File: config.mk
export PLATFORM = sky130hd
export DESIGN_NAME = sc_status_mon
export DESIGN_NICKNAME = d
export VERILOG_FILES = /design/src/rtl/sc_stat_pkg.sv /design/src/rtl/sc_sync2.sv /design/src/rtl/sc_guard_timer.sv /design/src/rtl/sc_clksw_track.sv /design/src/rtl/sc_status_mon.sv
export SDC_FILE = /design/constraint.sdc
export NUM_CORES = 1
export LEC_CHECK = 0
export BUFFER_PORTS_ARGS = -buffer_cell sky130_fd_sc_hd__buf_2
export CAP_MARGIN = 20
export CELL_PAD_IN_SITES_DETAIL_PLACEMENT = 1
export CELL_PAD_IN_SITES_GLOBAL_PLACEMENT = 1
export CORE_MARGIN = 5
export CORE_UTILIZATION = 35
export CTS_CLUSTER_DIAMETER = 120
export DETAILED_ROUTE_END_ITERATION = 12
export GPL_TIMING_DRIVEN = 0
export PLACE_DENSITY_LB_ADDON = 0.1
export SLEW_MARGIN = 5
export SYNTH_ARGS = -nofsm -noshare
export SYNTH_HDL_FRONTEND = slang
export SYNTH_SLANG_ARGS = --single-unit
File: constraint.sdc
create_clock -name clk -period 2.68 [get_ports clk]
set_clock_uncertainty 0.15 [all_clocks]
set_input_delay 0.402 -clock clk [delete_from_list [all_inputs] [get_ports clk]]
set_output_delay 0.402 -clock clk [all_outputs]
set_load 0.01 [all_outputs]
File: src/rtl/sc_stat_pkg.sv
// Package: shared status-word layout for the smart card status monitor.
// Assumes: the bit order below is what software decodes; do not reorder.
package sc_stat_pkg;

    // Status word, most significant field first (bit 7 down to bit 0).
    typedef struct packed {
        logic clk_fast;    // bit 7: clock-switch to fast clock completed
        logic fifo_empty;  // bit 6: receive FIFO holds no characters
        logic guard_done;  // bit 5: guard interval elapsed since last start bit
        logic ctrl_rdy;    // bit 4: control ready
        logic card2;       // bit 3: card 2 present
        logic card1;       // bit 2: card 1 present
        logic aux;         // bit 1: auxiliary pin state
        logic txrx_rdy;    // bit 0: transmit empty / receive full
    } status_word_t;

    localparam int STATUS_W = $bits(status_word_t);

    // Reset image of the word: FIFO empty and control ready set.
    localparam status_word_t STATUS_RESET = '{
        clk_fast:   1'b0,
        fifo_empty: 1'b1,
        guard_done: 1'b0,
        ctrl_rdy:   1'b1,
        card2:      1'b0,
        card1:      1'b0,
        aux:        1'b0,
        txrx_rdy:   1'b0
    };

    // Larger of two guard limits, used to size the counter.
    function automatic int max_of(input int a, input int b);
        return (a > b) ? a : b;
    endfunction

endpackage

File: src/rtl/sc_sync2.sv
// Module: sc_sync2
// Two-flop synchronizer for a bundle of independent asynchronous levels.
// Assumes: each bit is a slow level; no bus coherency across bits is needed.
module sc_sync2 #(
    parameter int W = 3
) (
    input  logic         clk,
    input  logic         rst_n,
    input  logic [W-1:0] async_in,
    output logic [W-1:0] sync_out
);

    generate
        for (genvar i = 0; i < W; i++) begin : g_bit
            logic meta_q;
            logic stab_q;

            // Two-stage capture of one asynchronous bit.
            always_ff @(posedge clk) begin
                if (!rst_n) begin
                    meta_q <= 1'b0;
                    stab_q <= 1'b0;
                end else begin
                    meta_q <= async_in[i];
                    stab_q <= meta_q;
                end
            end

            assign sync_out[i] = stab_q;
        end
    endgenerate

endmodule

File: src/rtl/sc_guard_timer.sv
// Module: sc_guard_timer
// Counts ETU ticks from the latest start bit and flags when the
// protocol-dependent guard limit is reached before the next start bit.
// Assumes: etu_tick and start_bit are single-cycle pulses in the clk domain;
// proto_t1 is a level that software may change at any time.
module sc_guard_timer #(
    parameter int LIMIT_T0 = 16,
    parameter int LIMIT_T1 = 22
) (
    input  logic clk,
    input  logic rst_n,
    input  logic etu_tick,
    input  logic start_bit,
    input  logic proto_t1,
    output logic guard_done
);

    import sc_stat_pkg::*;

    localparam int LIMIT_MAX = max_of(LIMIT_T0, LIMIT_T1);
    localparam int CNT_W     = $clog2(LIMIT_MAX + 1);

    logic [CNT_W-1:0] cnt_q, cnt_d;
    logic [CNT_W-1:0] limit;
    logic             running_q, running_d;
    logic             done_q, done_d;

    // Select the active limit from the current protocol.
    always_comb begin
        limit = proto_t1 ? CNT_W'(LIMIT_T1) : CNT_W'(LIMIT_T0);
    end

    // Next-state: a start bit wins, else count up to a saturating limit.
    always_comb begin
        cnt_d     = cnt_q;
        done_d    = done_q;
        running_d = running_q | start_bit;
        if (start_bit) begin
            cnt_d  = '0;
            done_d = 1'b0;
        end else if (running_q) begin
            if (etu_tick && (cnt_q < limit)) begin
                cnt_d = cnt_q + 1'b1;
            end
            if (cnt_d >= limit) begin
                done_d = 1'b1;
            end
        end
    end

    // State registers of the guard timer.
    always_ff @(posedge clk) begin
        if (!rst_n) begin
            cnt_q     <= '0;
            done_q    <= 1'b0;
            running_q <= 1'b0;
        end else begin
            cnt_q     <= cnt_d;
            done_q    <= done_d;
            running_q <= running_d;
        end
    end

    assign guard_done = done_q;

    // a start bit leaves the flag and the count cleared.
    assert_start_clears_R4: assert property (@(posedge clk) disable iff (!rst_n)
        start_bit |=> (!done_q && (cnt_q == '0)));

    // the flag only rises once the count has reached the limit in force.
    assert_rise_at_limit_R3: assert property (@(posedge clk) disable iff (!rst_n)
        $rose(done_q) |-> (cnt_q >= $past(limit)));

    // no flag before the first start bit after reset.
    assert_idle_no_flag_R3: assert property (@(posedge clk) disable iff (!rst_n)
        !running_q |-> !done_q);

    // at or above the limit the count stays put.
    assert_saturate_R5: assert property (@(posedge clk) disable iff (!rst_n)
        (running_q && !start_bit && (cnt_q >= limit)) |=> $stable(cnt_q));

    // the flag stays set until a start bit.
    assert_sticky_R5: assert property (@(posedge clk) disable iff (!rst_n)
        (done_q && !start_bit) |=> done_q);

endmodule

File: src/rtl/sc_clksw_track.sv
// Module: sc_clksw_track
// Remembers which clock-switch direction completed last.
// Assumes: completion events are single-cycle pulses; coincident events
// carry no usable direction and are ignored.
module sc_clksw_track (
    input  logic clk,
    input  logic rst_n,
    input  logic to_fast,
    input  logic to_slow,
    output logic on_fast
);

    logic fast_q;

    // Set on a lone fast event, clear on a lone slow event, else hold.
    always_ff @(posedge clk) begin
        if (!rst_n) begin
            fast_q <= 1'b0;
        end else if (to_fast && !to_slow) begin
            fast_q <= 1'b1;
        end else if (to_slow && !to_fast) begin
            fast_q <= 1'b0;
        end
    end

    assign on_fast = fast_q;

    // a lone fast event sets the bit.
    assert_fast_sets_R8: assert property (@(posedge clk) disable iff (!rst_n)
        (to_fast && !to_slow) |=> fast_q);

    // a lone slow event clears the bit.
    assert_slow_clears_R8: assert property (@(posedge clk) disable iff (!rst_n)
        (to_slow && !to_fast) |=> !fast_q);

    // with both or neither event the bit holds.
    assert_hold_R8: assert property (@(posedge clk) disable iff (!rst_n)
        (to_fast == to_slow) |=> $stable(fast_q));

endmodule

File: src/rtl/sc_status_mon.sv
// Module: sc_status_mon
// Read-only status word of a smart card reader interface. It registers the
// live flags, synchronizes the pin inputs, tracks the clock switch and runs
// the guard-time timer, then exposes the word through an address-decoded
// read port with no side effects.
// Assumes: card presence and aux inputs are asynchronous levels; all other
// inputs are synchronous to clk. No field feeds any interrupt.
module sc_status_mon #(
    parameter int              FIFO_CNT_W  = 4,
    parameter int              ADDR_W      = 4,
    parameter logic [ADDR_W-1:0] STATUS_ADDR = 4'hC,
    parameter int              LIMIT_T0    = 16,
    parameter int              LIMIT_T1    = 22
) (
    input  logic                  clk,
    input  logic                  rst_n,
    input  logic                  etu_tick,
    input  logic                  start_bit,
    input  logic                  proto_t1,
    input  logic [FIFO_CNT_W-1:0] fifo_count,
    input  logic                  clksw_to_fast,
    input  logic                  clksw_to_slow,
    input  logic                  card1_present,
    input  logic                  card2_present,
    input  logic                  aux_pin,
    input  logic                  txrx_ready,
    input  logic                  ctrl_ready,
    input  logic                  rd_en,
    input  logic [ADDR_W-1:0]     rd_addr,
    output logic [7:0]            rd_data
);

    import sc_stat_pkg::*;

    localparam int PIN_W = 3;

    logic [PIN_W-1:0] pins_async, pins_sync;
    logic             guard_done;
    logic             on_fast;
    logic             fe_q, cred_q, trdy_q;
    logic             rd_hit;
    status_word_t     word;

    assign pins_async = {card2_present, card1_present, aux_pin};

    sc_sync2 #(.W(PIN_W)) u_pin_sync (
        .clk      (clk),
        .rst_n    (rst_n),
        .async_in (pins_async),
        .sync_out (pins_sync)
    );

    sc_guard_timer #(.LIMIT_T0(LIMIT_T0), .LIMIT_T1(LIMIT_T1)) u_guard (
        .clk        (clk),
        .rst_n      (rst_n),
        .etu_tick   (etu_tick),
        .start_bit  (start_bit),
        .proto_t1   (proto_t1),
        .guard_done (guard_done)
    );

    sc_clksw_track u_clksw (
        .clk     (clk),
        .rst_n   (rst_n),
        .to_fast (clksw_to_fast),
        .to_slow (clksw_to_slow),
        .on_fast (on_fast)
    );

    // Register the synchronous live flags with their own reset values.
    always_ff @(posedge clk) begin
        if (!rst_n) begin
            fe_q   <= STATUS_RESET.fifo_empty;
            cred_q <= STATUS_RESET.ctrl_rdy;
            trdy_q <= STATUS_RESET.txrx_rdy;
        end else begin
            fe_q   <= (fifo_count == '0);
            cred_q <= ctrl_ready;
            trdy_q <= txrx_ready;
        end
    end

    // Assemble the status word in its fixed field order.
    always_comb begin
        word.clk_fast   = on_fast;
        word.fifo_empty = fe_q;
        word.guard_done = guard_done;
        word.ctrl_rdy   = cred_q;
        word.card2      = pins_sync[2];
        word.card1      = pins_sync[1];
        word.aux        = pins_sync[0];
        word.txrx_rdy   = trdy_q;
    end

    // Address-decoded read mux; pure combinational, no state touched.
    always_comb begin
        rd_hit  = rd_en && (rd_addr == STATUS_ADDR);
        rd_data = rd_hit ? word : '0;
    end

    // a non-empty FIFO clears the empty bit on the next edge.
    assert_fifo_nonempty_R7: assert property (@(posedge clk) disable iff (!rst_n)
        (fifo_count != '0) |=> !word.fifo_empty);

    // an empty FIFO sets the empty bit on the next edge.
    assert_fifo_empty_R7: assert property (@(posedge clk) disable iff (!rst_n)
        (fifo_count == '0) |=> word.fifo_empty);

    // control ready follows its input one cycle later.
    assert_cred_follow_R10: assert property (@(posedge clk) disable iff (!rst_n)
        1'b1 |=> (word.ctrl_rdy == $past(ctrl_ready)));

    // an unselected read presents zero.
    assert_read_idle_R11: assert property (@(posedge clk) disable iff (!rst_n)
        !rd_en |-> (rd_data == 8'h00));

endmodule

==> qor.txt, run 1 <==
Worst hold path type -> input pin to register
Die boundary width -> 57.9 um
CTS Root Cell -> clkbuf_4
Count of instances resized after the clock tree is built -> 0
Overall die area -> 3350 sq um
Setup TNS -> 0 ps
Synthesized netlist cell count -> 84
Syn Nets -> 110
Average wire per standard cell -> 12.1 um
Slew at the pin closest to its max-slew limit -> 422 ps
Final number of hold-violating endpoints -> 0
Critical path capture point type -> register
Number of hold buffers added after cts -> 0
Mean Syn Cell Area -> 9.56 sq um
Via count -> 697
Period utilization -> 0.888
Endpoint required time on the critical path -> 2730 ps
Main area contributors after synthesis -> dfxtp_1, and2_1, ha_1
Number of clock sinks -> 17
Maximum clock frequency -> 0.420 GHz
Via density -> 4.84
Critical path data arrival time -> 2430 ps
Startpoint-to-endpoint class of the critical path -> register to register
Most common flop cell mapped by yosys -> dfxtp_1
Antenna cell count -> 0
Remaining design rule violation count -> 0
Final layout net count -> 143
TritonCTS clock tree -> done
Remaining antenna violation count -> 0
Final worst path period need -> 2380 ps
Final routed wirelength across all metal layers -> 1750 um
Total instance count after detailed placement -> 140
Remaining global-route overflow -> 0
Worst skew pair latency -> 280 ps
Standard cell core area -> 2210 sq um
Startpoint types -> register
Proportion of layout cells with a drive suffix above 1 -> 0.319
Vert. Die Dim -> 57.9 um
Number of violations reported at the end of detailed-routing iteration 0 -> 7
Most numerous cell types in the synthesized netlist -> dfxtp_1, and2_1, ha_1, inv_1
Count of max-cap constraint violations -> 0
Leak -> 0.000458 uW
Cell variety after synth -> 31
VDD IR max -> 0.304 mV
Power per unit of standard cell area -> 448 nW/um^2
Row count -> 17
Fraction of synthesized cell area taken by the top area cell type -> 0.424
Layout overhead on the synthesized area -> 25.2%
Most frequent cell after synthesis -> dfxtp_1
Outcome -> finished clean
Count of final setup violators -> 0
Critical path peak fanout -> 6
GP Congestion -> 0.755
Vias in the first global route -> 729
Total global-route track usage -> 0.109
Max H-tree Level -> 1
Area of the mapped netlist -> 803 sq um
Async SR Flop Fraction -> 0
Number of enable-type register cells in the synthesized netlist -> 0
DP HPWL -> 1450 um
Post-CTS repair timing setup buffer count -> 0
Slew headroom -> 0.717
Antenna violations before repair -> 0
Setup repair after global routing missed its margin -> no
Seq cells post-synth -> 17
CTS Buffer Depth -> 2
Total clock buffers created by CTS -> 3
Slew Viols, Final -> 0
Number of primary I/O pins -> 29
Count of buffers inserted at the top-level ports -> 28
Largest net degree at the start of global routing -> 11
Length of the first detailed-routing pass in iterations -> 3
Starting density of the core -> 0.363
Fin cells -> 144
Clk slew on worst S/H paths -> 100 ps
Sequential cell area fraction in the yosys report -> 0.424
Yosys top cell by area -> dfxtp_1
Count of warnings emitted by yosys -> 0
First-pass GRT wire length -> 2930 um
==> cell usage in the layout (no fill, tap or decap), types with 2 or more instances in the layout <==
cell type / n
clkbuf_4: 3
dfxtp_1: 17
a21oi_1: 4
o21ai_0: 3
ha_1: 5
or3_1: 2
and2_1: 15
inv_1: 5
mux2i_1: 2
nand2_1: 3
nand4_1: 2
buf_2: 28
nand2b_1: 2
nor2_1: 4
nor2b_1: 2
==> logic make-up after synthesis <==
| group | count (synthesis) | synth area share |
|---|---|---|
| compound gates | 17 | 0.171 |
| flops | 17 | 0.424 |
| simple gates | 35 | 0.252 |
| mux | 2 | 0.0249 |
| buf+inv | 6 | 0.0280 |
| fa+ha+maj | 5 | 0.0779 |
| xor+xnor | 2 | 0.0218 |
==> flip-flops by register name, indices dropped and copies added (netlist names) <==
register                 cells
u_clksw.on_fast              1
u_pin_sync.g_bit.meta_q      3
u_pin_sync.g_bit.stab_q      3
trdy_q                       1
fe_q                         1
u_guard.running_q            1
u_guard.guard_done           1
u_guard.cnt_q                5
cred_q                       1
==> per-layer routing <==
layer | wire (um) | vias to the layer above | part of all wire | track usage
li1 | - | 364 | - | -
met1 | 771 | 316 | 0.44 | 0.126
met2 | 836 | 15 | 0.48 | 0.195
met3 | 121 | 2 | 0.069 | 0.0290
met4 | 17 | 0 | 0.0097 | 0.0298
met5 | 0 | - | 0 | 0
==> layout make-up <==
cell class,instances,area (sq um)
tap,28,35.0
clock buffer,3,22.5
clock inverter,1,5.00
sequential,17,340
inverter,5,18.8
timing repair buffer,28,140
multi-input combinational,61,440
buffer,1,3.75
fill,276,1210
==> where the power goes <==
part	leakage [uW]	internal (uW)	switching, uW
clock	0.0000177	55.3	80.2
combinational	0.000301	26.3	21.9
sequential	0.000140	262	4.99
total	0.000458	344	107
==> path summary, 6_finish.rpt <==
| kind | startpoint | endpoint | slack [ps] | depth (start not counted) |
|---|---|---|---|---|
| worst max-delay path | u_guard.cnt_q[2]$_SDFFE_PP0P_ | u_guard.guard_done$_SDFFE_PP0P_ | 300 | 9 |
| worst min-delay path | fifo_count[2] | fe_q$_SDFF_PN1_ | 130 | 2 |
| worst max register to register | u_guard.cnt_q[2]$_SDFFE_PP0P_ | u_guard.guard_done$_SDFFE_PP0P_ | 300 | 9 |
| worst min register to register | u_pin_sync.g_bit[2].meta_q$_SDFF_PN0_ | u_pin_sync.g_bit[2].stab_q$_SDFF_PN0_ | 290 | 1 |
==> stage by stage <==
stage	total power (uW)	setup slack [ps]	hold WS, ps	utilization	instance area, sq um
after floorplan	299	407	262	-	803
after global placement	321	180	264	0.442	978
after detailed placement	323	126	273	0.442	978
after CTS	461	301	118	0.455	1010
after global routing	478	178	114	0.455	1010
final	451	301	128	0.455	1010
==> critical path, stage by stage, from the launching register on <==
cell,delay (ps)
dfxtp_1,450
ha_1,280
nand2_2,100
o211a_4,190
nand2_1,70
xnor2_1,120
ha_1,320
nand2_1,60
or3_1,320
a311oi_2,240
Note: power is estimated with default switching activity, not from simulation.
==> run 2: changes to the inputs <==
- ABC_AREA: unset -> 1
- CORE_UTILIZATION: 35 -> 34
==> run 2 against run 1 <==
Effect of this change: wire length rose by 20%; non-clock buffer count shrank 1; total power is 7.7% higher; sequential share of layout area is 2.5 points lower; first-iteration DRC count grew to 3.6 times the previous value; critical path depth grew 6; via count grew 19%; flip-flop and latch count did not move; cell count increased by 27%; synthesized cell count is 45% higher; highest routed layer unchanged; global-route usage increased by 1.8 points.
==> qor.txt, run 2 <==
TritonCTS clock tree -> done
Remaining global-route overflow -> 0
Async SR Flop Fraction -> 0
Count of max-cap constraint violations -> 0
Worst skew pair latency -> 290 ps
Cell with the largest stage delay on the worst path -> dfxtp_1
Number of hold buffers added after cts -> 0
Length of the first detailed-routing pass in iterations -> 2
Overall die area -> 3730 sq um
Mean Syn Cell Area -> 7.27 sq um
Final routed wirelength across all metal layers -> 2090 um
Leak -> 0.000637 uW
Largest registers -> u_guard.cnt_q: 5 flops, u_pin_sync.g_bit.meta_q: 3 flops, u_pin_sync.g_bit.stab_q: 3 flops
Most common flop cell mapped by yosys -> dfxtp_1
Part of the total power dissipated in the clock network -> 0.292
Count of instances resized after the clock tree is built -> 0
Via density -> 4.53
Largest net degree at the start of global routing -> 11
Remaining design rule violation count -> 0
Startpoint types -> register
Vert. Die Dim -> 61.1 um
Row count -> 18
Chain of cells forming the critical path -> ha_1, nand2_1, nand2_2, nand2_4, nand2_4, nor2_4, xor2_2, inv_1, ha_1, inv_1, o21bai_1, nor2_1, nand2_1, nand2_1, a21oi_2
Sequential cell area fraction in the yosys report -> 0.384
Depth of the worst hold-timing path -> 2
Slew at the pin closest to its max-slew limit -> 315 ps
Power share of the sequential group -> 0.563
Antenna cell count -> 0
Number of enable-type register cells in the synthesized netlist -> 0
GP Congestion -> 0.743
Fraction of synthesized cell area taken by the top area cell type -> 0.384
Synthesized netlist cell count -> 122
Proportion of layout cells with a drive suffix above 1 -> 0.288
Number of violations reported at the end of detailed-routing iteration 0 -> 25
Area of the mapped netlist -> 887 sq um
Average wire per standard cell -> 11.4 um
Vias in the first global route -> 867
Number of primary I/O pins -> 29
Count of cells along the worst register-to-register path -> 15
Die boundary width -> 61.1 um
Most frequent cell after synthesis -> inv_1
Endpoint required time on the critical path -> 2770 ps
VDD IR max -> 0.271 mV
CTS Buffer Depth -> 2
Internal power -> 352 uW
Setup repair after global routing missed its margin -> no
Max H-tree Level -> 1
Total global-route track usage -> 0.127
Setup TNS -> 0 ps
Via count -> 829
Seq cells post-synth -> 17
Comb power frac -> 0.145
Worst hold path type -> input pin to register
Slew headroom -> 0.789
Final core area utilization -> 0.439
Most frequent standard cell in the layout excluding fill and tap cells -> inv_1
Main area contributors after synthesis -> dfxtp_1, inv_1, nand2_1
Critical path data arrival time -> 2440 ps
Maximum clock frequency -> 0.425 GHz
Total clock buffers created by CTS -> 3
Critical path peak fanout -> 6
Starting density of the core -> 0.358
Total of fill cells in the finished design -> 341
CTS Root Cell -> clkbuf_4
Largest stage delay on the critical path -> 460 ps
Post-CTS repair timing setup buffer count -> 0
Yosys top cell by area -> dfxtp_1
Most frequent cells in the layout -> inv_1, buf_2, nand2_1, dfxtp_1, nor2_1
Period utilization -> 0.877
Most numerous cell types in the synthesized netlist -> inv_1, dfxtp_1, nand2_1, nor2_1, nand3_1
Remaining antenna violation count -> 0
Critical path capture point type -> register
Count of final setup violators -> 0
Power per unit of standard cell area -> 447 nW/um^2
Count of buffers inserted at the top-level ports -> 27
Antenna violations before repair -> 0
Standard cell core area -> 2480 sq um
Startpoint-to-endpoint class of the critical path -> register to register
Outcome -> finished clean
Top cell by count, worst path -> nand2_1
Cell variety after synth -> 24
Slew Viols, Final -> 0
First-pass GRT wire length -> 3580 um
Switching part of the total power -> 0.276
Number of clock sinks -> 17
Final layout net count -> 180
Switching component of the power -> 134 uW
Top reg by flops -> u_guard.cnt_q
Layout overhead on the synthesized area -> 22.6%
Clk slew on worst S/H paths -> 110 ps
Number of flip-flops in the largest register -> 5
Final number of hold-violating endpoints -> 0
Syn Nets -> 148
Final worst path period need -> 2350 ps
DP HPWL -> 1770 um
Count of warnings emitted by yosys -> 0
run 2: cell types whose count changed after synthesis, moves of 2 or more:
| cell | before | now |
|---|---|---|
| inv_1 | 5 | 33 |
| and2_1 | 15 | 0 |
| nand2_1 | 3 | 17 |
| nor2_1 | 4 | 13 |
| nand3_1 | 1 | 8 |
| a21oi_2 | 0 | 2 |
| mux2i_1 | 2 | 0 |
| nand2_4 | 0 | 2 |
| nand2b_1 | 2 | 0 |
| nor2b_1 | 2 | 0 |
| or2_2 | 0 | 2 |
| or3_1 | 2 | 0 |
run 2: cells by family after synthesis:
family                   synth area share
adder cells (fa/ha/maj)            0.0705
XOR/XNOR                           0.0282
flip-flops                          0.384
AO/OA/AOI/OAI                       0.106
buffers and inverters               0.152
AND/OR/NAND/NOR                     0.260
run 2: worst max-delay path: cells and delay by family (launching register included):
kind / cells / cell delay (ps)
AOI/OAI and AO/OA: 2 / 240
and+or+nand+nor: 8 / 600
DFF: 1 / 460
adders and majority gates: 2 / 560
xor gates and xnor gates: 1 / 180
buffers and inverters: 2 / 110
run 2: power by group through the flow:
stage          combinational, uW  sequential, uW  clock (uW)
2_1_floorplan               44.8             277           0
3_3_place_gp                67.2             279           0
3_5_place_dp                71.6             279           0
4_1_cts                     72.0             274         149
5_1_grt                     82.0             275         162
6_report                    70.5             273         142
run 2: metrics by stage:
stage	instances	total power [uW]	hold slack, ps	setup WS [ps]	instance area (sq um)
after floorplan	122	321	240	516	887
after detailed placement	179	351	252	163	1060
after global placement	179	346	243	234	1060
final	183	486	126	329	1090
after global routing	183	519	118	106	1090
after CTS	183	495	124	283	1090
run 2: path summary, 6_finish.rpt:
check                                              from                                    end  slack, ps
setup / recovery          u_guard.cnt_q[2]$_SDFFE_PP0P_        u_guard.guard_done$_SDFFE_PP0P_        330
setup reg to reg          u_guard.cnt_q[2]$_SDFFE_PP0P_        u_guard.guard_done$_SDFFE_PP0P_        330
hold reg to reg   u_pin_sync.g_bit[0].meta_q$_SDFF_PN0_  u_pin_sync.g_bit[0].stab_q$_SDFF_PN0_        270
hold / removal                            fifo_count[2]                        fe_q$_SDFF_PN1_        130
run 2: metal layers:
layer / vias to the layer above / GRT usage / wire length (um)
met1: 383 / 0.144 / 883
li1: 429 / - / -
met2: 15 / 0.236 / 1060
met4: 0 / 0.0279 / 15
met5: - / 0 / 0
met3: 2 / 0.0335 / 130
run 2: cell type report:
cell class | count | area (sq um) | area share
tap | 30 | 37.5 | 0.0345
multi-input combinational | 70 | 412 | 0.379
sequential | 17 | 340 | 0.313
timing repair buffer | 27 | 135 | 0.124
inverter | 34 | 128 | 0.117
clock inverter | 1 | 5.00 | 0.00460
clock buffer | 3 | 22.5 | 0.0207
buffer | 1 | 7.51 | 0.00690
==> run 3: changes to the inputs <==
- ABC_AREA: 1 -> unset
- CORE_UTILIZATION: 34 -> 35
- PLACE_DENSITY: unset -> 0.86
- PLACE_DENSITY_LB_ADDON: 0.1 -> unset
==> run 3 against run 2 <==
Effect of this change: sequential power decreased by 2%; clock power about the same; global-route usage decreased by 0.38 points; flip-flop and latch count unchanged; count of clock-buffer cells in the layout increased by 1; critical path depth decreased by 6; via count decreased by 12%; worst hold slack improved by 4.9 ps; register-to-register slack got worse by 50 ps; largest cell class unchanged; largest power group unchanged; highest routed layer unchanged.
==> qor.txt, run 3 (same netlist as run 1, synthesis figures left out) <==
Outcome -> finished clean
Count of buffers inserted at the top-level ports -> 28
Vert. Die Dim -> 57.9 um
Slew headroom -> 0.764
Most frequent standard cell in the layout excluding fill and tap cells -> buf_2
Worst r2r src -> u_guard.cnt_q[2]$_SDFFE_PP0P_
Part of the total power dissipated in the clock network -> 0.304
Standard cell core area -> 2210 sq um
Via density -> 5.06
GP Congestion -> 0.839
CTS Root Cell -> clkbuf_4
Final layout net count -> 143
Multi-input logic area -> 440 sq um
Setup repair after global routing missed its margin -> no
Slew at the pin closest to its max-slew limit -> 353 ps
Critical path peak fanout -> 6
DP HPWL -> 1640 um
Setup TNS -> 0 ps
Total instance count after detailed placement -> 140
Leak -> 0.000455 uW
Endpoint required time on the critical path -> 2740 ps
Total clock buffers created by CTS -> 3
Internal power -> 346 uW
Number of flip-flops in the largest register -> 5
Largest net degree at the start of global routing -> 11
Average wire per standard cell -> 13.5 um
Number of primary I/O pins -> 29
Critical path data arrival time -> 2470 ps
Count of max-cap constraint violations -> 0
Total placed instance area -> 978 sq um
Switching component of the power -> 109 uW
Remaining design rule violation count -> 0
Remaining antenna violation count -> 0
Cell with the largest stage delay on the worst path -> dfxtp_1
Total global-route track usage -> 0.123
Clk slew on worst S/H paths -> 100 ps
Count of instances resized after the clock tree is built -> 0
Number of violations reported at the end of detailed-routing iteration 0 -> 23
Period utilization -> 0.897
Antenna violations before repair -> 0
Row count -> 17
Length of the first detailed-routing pass in iterations -> 3
Slew Viols, Final -> 0
Remaining global-route overflow -> 0
Via count -> 728
Top reg by flops -> u_guard.cnt_q
Post-CTS repair timing setup buffer count -> 0
Total of fill cells in the finished design -> 281
Overall die area -> 3350 sq um
Worst hold slack -> 131 ps
Critical path capture point type -> register
VDD IR max -> 0.172 mV
Post-Layout Inst Area -> 1000 sq um
TritonCTS clock tree -> done
Die boundary width -> 57.9 um
Final number of hold-violating endpoints -> 0
Switching part of the total power -> 0.239
Chain of cells forming the critical path -> ha_1, nand2_2, o211a_4, nand2_1, xnor2_1, ha_1, nand2_1, or3_1, a311oi_2
Number of clock sinks -> 17
Vias in the first global route -> 723
Worst hold path type -> input pin to register
CP Launch Point -> u_guard.cnt_q[2]$_SDFFE_PP0P_
Worst hold path startpoint -> fifo_count[2]
First-pass GRT wire length -> 3140 um
Final routed wirelength across all metal layers -> 1940 um
Comb power frac -> 0.108
Count of final setup violators -> 0
Startpoint types -> register
CTS Buffer Depth -> 2
Fin cells -> 144
Most frequent cells in the layout -> buf_2, dfxtp_1, and2_1
Largest registers -> u_guard.cnt_q: 5 flops, u_pin_sync.g_bit.meta_q: 3 flops, u_pin_sync.g_bit.stab_q: 3 flops
Power per unit of standard cell area -> 453 nW/um^2
Final worst path period need -> 2410 ps
Startpoint-to-endpoint class of the critical path -> register to register
Number of hold buffers added after cts -> 0
Max H-tree Level -> 1
Starting density of the core -> 0.363
Antenna cell count -> 0
Flop-to-flop setup slack -> 270 ps
Worst skew pair latency -> 290 ps
Sequential cell area in the final layout -> 340 sq um
Largest stage delay on the critical path -> 460 ps
Proportion of layout cells with a drive suffix above 1 -> 0.310
Power share of the sequential group -> 0.588
Overall power of the completed layout -> 455 uW
Maximum clock frequency -> 0.416 GHz
Layout overhead on the synthesized area -> 25.1%
-- run 3: cell count changes in the layout (fill, tap and decap cells not counted), sizes merged, moves of 2 or more --
cell / before / now
a21oi: 6 / 4
and2: 0 / 15
clkbuf: 3 / 5
inv: 34 / 5
mux2i: 0 / 2
nand2: 21 / 4
nand2b: 0 / 2
nand3: 8 / 1
nor2: 15 / 4
nor2b: 0 / 2
or2: 2 / 0
or3: 0 / 2
-- run 3: critical path: cells and delay by family, from the launching register on --
kind	cells	cell delay (ps)
flip-flops	1	460
AND/OR/NAND/NOR	4	550
AO/OA/AOI/OAI	2	420
adder cells (fa/ha/maj)	2	610
XOR/XNOR	1	130
-- run 3: layer usage --
metal / up-vias / global-route usage / wire (um)
li1: 361 / - / -
met1: 333 / 0.126 / 782
met2: 29 / 0.223 / 965
met3: 5 / 0.0379 / 151
met4: 0 / 0.0629 / 44
met5: - / 0 / 0
-- run 3: stage by stage --
step	utilization	worst slack (ps)
2_1_floorplan	-	407
3_3_place_gp	0.442	211
3_5_place_dp	0.442	109
4_1_cts	0.454	256
5_1_grt	0.454	125
6_report	0.454	275
-- run 3: final cells by class --
type / count / share of cell area
buffer: 1 / 0.00374
clock buffer: 4 / 0.0262
inverter: 5 / 0.0187
multi-input combinational: 61 / 0.438
sequential: 17 / 0.339
tap: 28 / 0.0349
timing repair buffer: 28 / 0.139
-- run 3: path summary, 6_finish.rpt --
path / endpoint / cells past startpoint
setup / recovery: u_guard.guard_done$_SDFFE_PP0P_ / 9
hold / removal: fe_q$_SDFF_PN1_ / 2
setup reg to reg: u_guard.guard_done$_SDFFE_PP0P_ / 9
hold reg to reg: u_pin_sync.g_bit[2].stab_q$_SDFF_PN0_ / 1
-- run 3: power groups by stage --
stage	clock network (uW)	logic, uW	registers, uW
4_1_cts	143	50.6	268
3_3_place_gp	0	47.0	273
3_5_place_dp	0	50.3	274
2_1_floorplan	0	27.8	271
5_1_grt	157	56.0	269
6_report	139	49.3	268
